File: config.mk
export PLATFORM = sky130hd
export DESIGN_NAME = bmc_master_start
export DESIGN_NICKNAME = d
export VERILOG_FILES = /design/src/rtl/bmc_pkg.sv /design/src/rtl/bmc_idle_detect.sv /design/src/rtl/bmc_start_gate.sv /design/src/rtl/bmc_seq.sv /design/src/rtl/bmc_master_start.sv
export SDC_FILE = /design/constraint.sdc
export NUM_CORES = 1
export LEC_CHECK = 0
export BUFFER_PORTS_ARGS = -buffer_cell sky130_fd_sc_hd__buf_2
export CAP_MARGIN = 20
export CORE_AREA = 5 5 42 44
export CTS_BUF_LIST = sky130_fd_sc_hd__clkbuf_2 sky130_fd_sc_hd__clkbuf_4 sky130_fd_sc_hd__clkbuf_8
export DETAILED_ROUTE_END_ITERATION = 6
export DIE_AREA = 0 0 47 49
export HOLD_SLACK_MARGIN = 0.03
export MAX_ROUTING_LAYER = met4
export PLACE_DENSITY = 0.48
export SYNTH_ARGS = -nofsm -noshare
export SYNTH_HDL_FRONTEND = slang
export SYNTH_HIERARCHICAL = 1
export SYNTH_SLANG_ARGS = --single-unit
File: constraint.sdc
create_clock -name clk -period 2.9 [get_ports clk]
set_clock_uncertainty 0.05 [all_clocks]
set_input_delay 0.725 -clock clk [delete_from_list [all_inputs] [get_ports clk]]
set_output_delay 0.725 -clock clk [all_outputs]
set_load 0.1 [all_outputs]
File: src/rtl/bmc_pkg.sv
package bmc_pkg;

    typedef enum logic [1:0] {
        ST_IDLE = 2'd0,
        ST_ADDR = 2'd1,
        ST_DATA = 2'd2,
        ST_LAST = 2'd3
    } bmc_state_t;

    typedef struct packed {
        bmc_state_t st;
        logic       frame_oe;
        logic       irdy_oe;
    } bmc_regs_t;

    localparam bmc_regs_t BMC_RESET = '{st: ST_IDLE, frame_oe: 1'b0, irdy_oe: 1'b0};

endpackage

File: src/rtl/bmc_idle_detect.sv
module bmc_idle_detect (
    input  logic frame_n,
    input  logic irdy_n,
    output logic bus_idle
);
    // Both lines are taken straight from the bus in the current clock.
    // No register stage is allowed here: a one-clock-late framing view
    // hides a cycle that another master opens in this clock.
    always_comb begin
        bus_idle = frame_n & irdy_n;
    end
endmodule

File: src/rtl/bmc_start_gate.sv
module bmc_start_gate (
    input  logic en,
    input  logic req,
    input  logic gnt_n,
    input  logic bus_idle,
    output logic start_ok
);
    always_comb begin
        start_ok = en & req & ~gnt_n & bus_idle;
    end
endmodule

File: src/rtl/bmc_seq.sv
module bmc_seq
    import bmc_pkg::*;
(
    input  logic clk,
    input  logic rst_n,
    input  logic start_ok,
    input  logic last,
    output logic frame_oe,
    output logic irdy_oe,
    output logic busy
);
    bmc_regs_t r_d, r_q;

    always_comb begin
        r_d = r_q;
        unique case (r_q.st)
            ST_IDLE: begin
                r_d.frame_oe = 1'b0;
                r_d.irdy_oe  = 1'b0;
                if (start_ok) begin
                    r_d.st       = ST_ADDR;
                    r_d.frame_oe = 1'b1;
                end
            end
            ST_ADDR, ST_DATA: begin
                r_d.irdy_oe = 1'b1;
                if (last) begin
                    r_d.st       = ST_LAST;
                    r_d.frame_oe = 1'b0;
                end else begin
                    r_d.st       = ST_DATA;
                    r_d.frame_oe = 1'b1;
                end
            end
            ST_LAST: begin
                r_d.st       = ST_IDLE;
                r_d.frame_oe = 1'b0;
                r_d.irdy_oe  = 1'b0;
            end
            default: r_d = BMC_RESET;
        endcase
    end

    always_ff @(posedge clk or negedge rst_n) begin
        if (!rst_n) r_q <= BMC_RESET;
        else        r_q <= r_d;
    end

    assign frame_oe = r_q.frame_oe;
    assign irdy_oe  = r_q.irdy_oe;
    assign busy     = (r_q.st != ST_IDLE);

    // ready follows the address phase by one clock
    p_irdy_after_addr_r9: assert property (@(posedge clk) disable iff (!rst_n)
        (r_q.st == ST_ADDR) |=> irdy_oe);

    // framing released while ready still held
    p_frame_before_irdy_r10: assert property (@(posedge clk) disable iff (!rst_n)
        $fell(frame_oe) |-> irdy_oe);

    // ready released one clock after framing
    p_irdy_release_r11: assert property (@(posedge clk) disable iff (!rst_n)
        $fell(frame_oe) |=> (!irdy_oe && !busy));

    // no address phase directly after a busy clock
    p_no_reentry_r13: assert property (@(posedge clk) disable iff (!rst_n)
        (r_q.st == ST_LAST) |=> !frame_oe);
endmodule

File: src/rtl/bmc_master_start.sv
module bmc_master_start (
    input  logic clk,
    input  logic rst_n,
    input  logic en,
    input  logic req,
    input  logic gnt_n,
    input  logic frame_n,
    input  logic irdy_n,
    input  logic last,
    output logic frame_oe,
    output logic irdy_oe,
    output logic busy
);
    logic bus_idle;
    logic start_ok;

    bmc_idle_detect u_idle (
        .frame_n  (frame_n),
        .irdy_n   (irdy_n),
        .bus_idle (bus_idle)
    );

    bmc_start_gate u_gate (
        .en       (en),
        .req      (req),
        .gnt_n    (gnt_n),
        .bus_idle (bus_idle),
        .start_ok (start_ok)
    );

    bmc_seq u_seq (
        .clk      (clk),
        .rst_n    (rst_n),
        .start_ok (start_ok),
        .last     (last),
        .frame_oe (frame_oe),
        .irdy_oe  (irdy_oe),
        .busy     (busy)
    );

    // a new transaction opens only from a live-idle, granted clock
    p_start_conditions_r2: assert property (@(posedge clk) disable iff (!rst_n)
        $rose(busy) |-> $past(en && req && !gnt_n && frame_n && irdy_n));

    // address phase drives framing without ready
    p_addr_shape_r2: assert property (@(posedge clk) disable iff (!rst_n)
        $rose(busy) |-> (frame_oe && !irdy_oe));
endmodule

# After elaboration in Yosys (flattened, before gate mapping)
# Index checks and enable logic that the tools add are counted.
[word_totals]
reg_bits = 4
input_bits = 8
[op_classes]
eq_ne = 4
muxes = 3
bitwise = 5
reduce_logical = 3
[ops]
columns = ["cell", "n"]
rows = [
  ["$pmux 4 s3", 1],
  ["$and 1x1->1", 4],
  ["$eq 2x2->1 const B", 2],
  ["$mux 3", 1],
  ["$eq 2x1->1 const B", 1],
  ["$logic_not 2->1", 1],
  ["$mux 2", 1],
  ["$ne 2x2->1 const B", 1],
  ["$reduce_bool 2->1", 1],
  ["$reduce_or 2->1", 1],
  ["$not 1->1", 1],
]

# Logic depth before layout (Yosys ltp)
# Gate-level depths: netlist of the first run.
[logic_depth]
depth_word = 5
depth_mapped = 4
mapped_depth_nobuf = 4

# Modules after synthesis
# Netlist of the first run, hierarchy kept.
[by_module_without_submodules]
columns = ["mod", "instances", "cells_per_inst", "area_each_um2"]
rows = [
  ["bmc_seq", 1, 17, 202.7],
  ["bmc_start_gate", 1, 1, 10.0],
  ["bmc_idle_detect", 1, 1, 6.3],
]

# Least setup slack after synthesis of the first run
# Ideal clock, no wire load.
[synth_timing]
kind = "register to output"
start = "register u_seq/r_q[2] (netlist bit)"
end = "output busy"
arrival_ns = 1.202
required_ns = 2.125
slack_ns = 0.923
path_stages_with_launch = 4
path_buffers = 0
cell_sequence = "dfrtp_1 -> inv_1 -> ha_1 -> inv_1"
[synth_between]
elab_chain_len = 1
[synth_rtl]
columns = ["item", "line", "text"]
rows = [
  ["start: declaration", "bmc_seq.sv:12", "bmc_regs_t r_d, r_q;"],
  ["start signal: assignment", "bmc_seq.sv:46", "else r_q <= r_d;"],
  ["$reduce_bool 2->1", "bmc_seq.sv:51", "assign busy = (r_q.st != ST_IDLE);"],
  ["end: declaration", "bmc_master_start.sv:12", "output logic busy"],
]
# Every way passes these cells.

# Final worst setup path of the first run
# Ends and elaborated chain as after synthesis.

==> impl_metrics.csv, run 1 <==
group,metric,value,unit
run_status,status,"finished clean",
critical_path,slowest_stage,"buf_2",
layout,finalInstanceArea,312,µm²
synthesis,synth-seq-area-share,45.7,%
cts,cts-root-buf,"clkbuf_4",
synthesis,synth_seq_cells,4,
synthesis,syn_avg_cell_area,11.5,µm²
cts,cts_tree,"done",
critical_path,worstPathRequired,2120,ps
die,fp-row-count,14,
global_route,grt_pass1_wl,703,µm
timing,slew_viol_final,0,
synthesis,ys_types,12,
drt,wire_per_inst,8.35,µm
drt,via_per_inst,3.67,
cts,ctsHoldBuffers,0,
layout,drive_above_1_share,50.0,%
global_route,grt_usage,4.57,%
drt,ant_nets,0,
die,coreArea,1400,µm²
drt,routed_wl,401,µm
critical_path,crit_chain,"inv_1, ha_1, inv_1, buf_2",
layout,nNetsFinal,44,
hold_path,holdCritPathClass,"in -> async",
critical_path,critPathLaunchType,"flip-flop",
synthesis,yosys.area.top_type,"dfrtp_1",
synthesis,mappedNetlistArea,219,µm²
die,start_util,15.6,%
timing,finalSetupViolCount,0,
timing,rsz0062_at_grt,"false",
layout,n_fill_cell,157,
timing,finalCriticalPeriod,2120,ps
critical_path,critical_path_class,"reg -> out",
synthesis,synth_top_area_share,45.7,%
flow_run,maxCapViolCount,0,
synthesis,synth_area_leaders,"dfrtp_1 46%, ha_1 11%, mux2_4 6.9%",
layout,area_growth,42.3,%
cts,clk_pin_slew,30,ps
place,dpl_cell_area,289,µm²
cts,cts_setup_buffers,0,
die,ios,11,
timing,max-slew-margin-rel,67.6,%
die,die-area,2300,µm²
critical_path,crit_path_start,"u_seq/r_q[2]",
synthesis,synth.net_count,29,
die,die_x,47,µm
global_route,first_global_vias,205,
drt,drc,0,
cts,ctsResizeCount,0,
critical_path,r2r_cells,4,
timing,min_period_over_period,73.2,%
place,gp_congestion,0.622,
critical_path,rr_endpoint,"u_seq/r_q[3]",
critical_path,setup.worst_path.end,"busy",
critical_path,max_stage_delay,420,ps
cts,cts-htree-levels,1,
global_route,antenna_found_initial,0,
critical_path,crit_arrival,1350,ps
global_route,grt_max_degree,5,
critical_path,cp_max_fo,3,
critical_path,regToRegSetupSlack,1670,ps
drt,drtIter0Drc,0,
drt,drt-pass1-iter-count,1,
timing,tns,0,ps
place,place.port_buffers,10,
critical_path,crit_top_cell,"inv_1",
cts,clock_path_buffers,2,
die,die_h,49,µm
cts,clock-sinks,4,
cts,numCtsBuffers,3,
critical_path,end_kind,"output pin",
timing,final_hold_viol_count,0,
synthesis,netlist_instances,19,
timing,fmax,0.471,GHz
layout,antenna_cells,0,
cts,insertion_delay,230,ps
place,dpl.hpwl,348,µm
drt,via_count,176,
timing,tightest_slew,489,ps
critical_path,r2r_start,"u_seq/r_q[2]",
global_route,grt-ovfl-total,0,
synthesis,synth_warnings,6,
## area by class of cell
class	count	area, µm²	area share [%]
sequential	4	100	32.1
multi-input combinational	12	108	34.5
clock buffer	3	22.5	7.23
timing repair buffer	10	50.0	16.1
inverter	3	11.3	3.61
tap	16	20.0	6.43
## layout by cell type (no fill, tap or decap)
cell and count:
buf_2 10, nand2b_1 1, nand2_1 2, nand2b_4 1, o21ai_0 1, ha_1 2
clkbuf_4 3, and4b_1 1, and2_1 1, o21ba_2 1, dfrtp_1 4, inv_1 3
o221ai_1 1, mux2_4 1
## layer usage
metal / part of all wire [%] / track usage [%] / vias up
met5: 0 / - / -
met4: 0 / 6.91 / 0
met3: 13 / 0 / 0
met2: 42 / 6.11 / 10
met1: 44 / 4.67 / 76
li1: - / - / 90
## cell families (layout without fill, tap and decap cells)
kind of cell | count (synthesis) | after routing | synth area share, %
AO/OA/AOI/OAI | 3 | 3 | 10.9
buffers and inverters | 3 | 16 | 5.14
multiplexers | 1 | 1 | 6.86
AND/OR/NAND/NOR | 6 | 6 | 20.0
adder cells (fa/ha/maj) | 2 | 2 | 11.4
flip-flops | 4 | 4 | 45.7
## how the worst min path moves through the flow
stage / from / end / depth (start not counted)
6_report: rst_n / u_seq/r_q[2] / 1
4_1_cts: rst_n / u_seq/frame_oe / 1
2_1_floorplan: rst_n / u_seq/frame_oe / 0
3_5_place_dp: u_seq/r_q[3] / u_seq/r_q[3] / 1
3_3_place_gp: u_seq/r_q[3] / u_seq/r_q[3] / 1
5_1_grt: rst_n / u_seq/r_q[2] / 1
## Yosys cell counts
library cell and n:
and2_1 1, and4b_1 1, dfrtp_1 4, ha_1 2
inv_1 3, mux2_4 1, nand2_1 2, nand2b_1 1
nand2b_4 1, o21ai_0 1, o21ba_2 1, o221ai_1 1
## registers in the layout, summed over array words and instances, names as in the netlist
| name | flops |
|---|---|
| u_seq/frame_oe | 1 |
| u_seq/irdy_oe | 1 |
| u_seq/r_q | 2 |
## worst max-delay path: cells and delay by family (launching register included)
kind                     cells  cell delay [ps]
flip-flops                   1              320
adder cells (fa/ha/maj)      1              250
buffers and inverters        3              550
## metrics by stage
step	std cells	util, %	worst slack, ps	hold WS [ps]
2_1_floorplan	19	-	923	379
3_3_place_gp	45	20.6	1020	454
3_5_place_dp	45	20.6	1020	457
4_1_cts	48	22.2	767	241
5_1_grt	48	22.2	712	245
6_report	48	22.2	778	246
Power of run 1 is left out: the tool's default activity adds up to more than one toggle a clock period on the data nets, which glitch-free logic cannot reach.
==> inputs of run 2 (changes only) <==
- PLACE_DENSITY: 0.48 -> 0.49
- clock period: 2.9 -> 1.9 ns (I/O delays scaled with it)
==> run 2 against run 1 <==
- critical path depth stayed put
- highest routed layer unchanged
- via count is 2.3% lower
- first-iteration DRC count stayed put
- register-to-register slack worse by 1000 ps
- worst hold slack better by 160 ps
- critical path type unchanged
==> impl_metrics.csv, run 2 (synthesis results as in run 1) <==
group,metric,value,unit
timing,rsz0062_at_grt,"false",
die,coreArea,1400,µm²
global_route,antenna_found_initial,0,
place,place.port_buffers,10,
cts,clock-sinks,4,
drt,via_per_inst,3.51,
critical_path,crit_buf_inv,3,
timing,tightest_slew,486,ps
timing,fmax,0.574,GHz
critical_path,cp_max_fo,3,
cts,clock_path_buffers,2,
global_route,grt-ovfl-total,0,
critical_path,end_kind,"output pin",
cts,cts-htree-levels,1,
hold_path,holdCritPathClass,"in -> reg",
layout,final_cell_mix,"9 x buf_2, 4 x dfrtp_1, 3 x clkbuf_4, 3 x inv_1",
layout,nNetsFinal,45,
die,start_util,15.6,%
critical_path,worstPathRequired,1370,ps
critical_path,path_delay_family,"buffers and inverters",
critical_path,crit_chain,"inv_1, ha_1, inv_1, buf_12",
drt,ant_nets,0,
drt,routed_wl,446,µm
drt,wire_per_inst,9.10,µm
drt,via_count,172,
global_route,grt_pass1_wl,710,µm
critical_path,critPathLaunchType,"flip-flop",
global_route,grt_busiest_layer,"met1",
cts,clk_pin_slew,40,ps
drt,drt-pass1-iter-count,1,
die,die_h,49,µm
critical_path,crit_arrival,1220,ps
cts,cts_setup_buffers,0,
critical_path,max_stage_delay,350,ps
layout,largest_reg_flops,2,
timing,final_hold_viol_count,0,
timing,max-slew-margin-rel,67.8,%
flow_run,maxCapViolCount,0,
global_route,grtUsageMet1,5.58,%
critical_path,critical_path_class,"reg -> out",
cts,cts-root-buf,"clkbuf_4",
cts,cts_tree,"done",
layout,final_common_cell,"buf_2",
critical_path,crit_top_cell,"inv_1",
place,gp_congestion,0.786,
layout,drive_above_1_share,48.5,%
run_status,status,"finished clean",
die,die-area,2300,µm²
critical_path,slowest_stage,"dfrtp_1",
layout,utilization,24.0,%
timing,tns,0,ps
die,ios,11,
global_route,first_global_vias,203,
layout,area_growth,53.7,%
layout,antenna_cells,0,
cts,numCtsBuffers,3,
die,fp-row-count,14,
die,die_x,47,µm
layout,max_flop_register,"u_seq/r_q",
global_route,grtUsageMet3,3.32,%
timing,slew_viol_final,0,
place,dpl.hpwl,365,µm
global_route,grt_usage,4.93,%
timing,finalCriticalPeriod,1740,ps
drt,drc,0,
timing,min_period_over_period,91.7,%
global_route,grt_max_degree,5,
drt,drtIter0Drc,0,
timing,finalSetupViolCount,0,
global_route,met2_usage,4.98,%
cts,insertion_delay,230,ps
-- run 2: cell types whose count changed in the layout (fill, tap and decap cells not counted) --
cell	before	now
buf_12	0	1
buf_2	10	9
dlygate4sd3_1	0	1
-- run 2: final timing paths --
kind,start,end,slack [ps],depth (start not counted)
max,u_seq/r_q[2],busy,160,4
min,last,u_seq/frame_oe,400,2
min reg2reg,u_seq/r_q[3],u_seq/r_q[3],470,1
min in group asynchronous,rst_n,u_seq/irdy_oe,520,2
max in group asynchronous,rst_n,u_seq/frame_oe,1160,2
max reg2reg,u_seq/r_q[2],u_seq/r_q[3],660,4
-- run 2: per-stage QoR --
step | instance area [µm²] | setup WS (ps) | cells | hold slack [ps]
after CTS | 337 | 143 | 49 | 397
after global placement | 304 | 399 | 45 | 233
after global routing | 337 | 125 | 49 | 442
after detailed placement | 304 | 396 | 45 | 232
final | 337 | 157 | 49 | 403
after floorplan | 219 | 173 | 19 | 129
-- run 2: final cells by class --
| type | count | area, µm² |
|---|---|---|
| repair buffers | 11 | 75.1 |
| flip-flops and latches | 4 | 100 |
| multi-input cells | 12 | 108 |
| fillers | 156 | 1060 |
| well taps | 16 | 20.0 |
| clock buffers | 3 | 22.5 |
| inverters | 3 | 11.3 |
-- run 2: what timing repair did --
action                                 4_1_cts  5_1_grt
setup endpoints to repair                    0        0
gates resized for setup                      0        0
hold buffers                                 1        0
endpoints found under the hold margin        4        0
-- run 2: metal layers --
| metal | vias up | part of all wire (%) |
|---|---|---|
| li1 | 91 | - |
| met1 | 70 | 48 |
| met2 | 11 | 38 |
| met3 | 0 | 14 |
| met4 | 0 | 0 |
| met5 | - | 0 |
Power of run 2 is left out for the same reason.
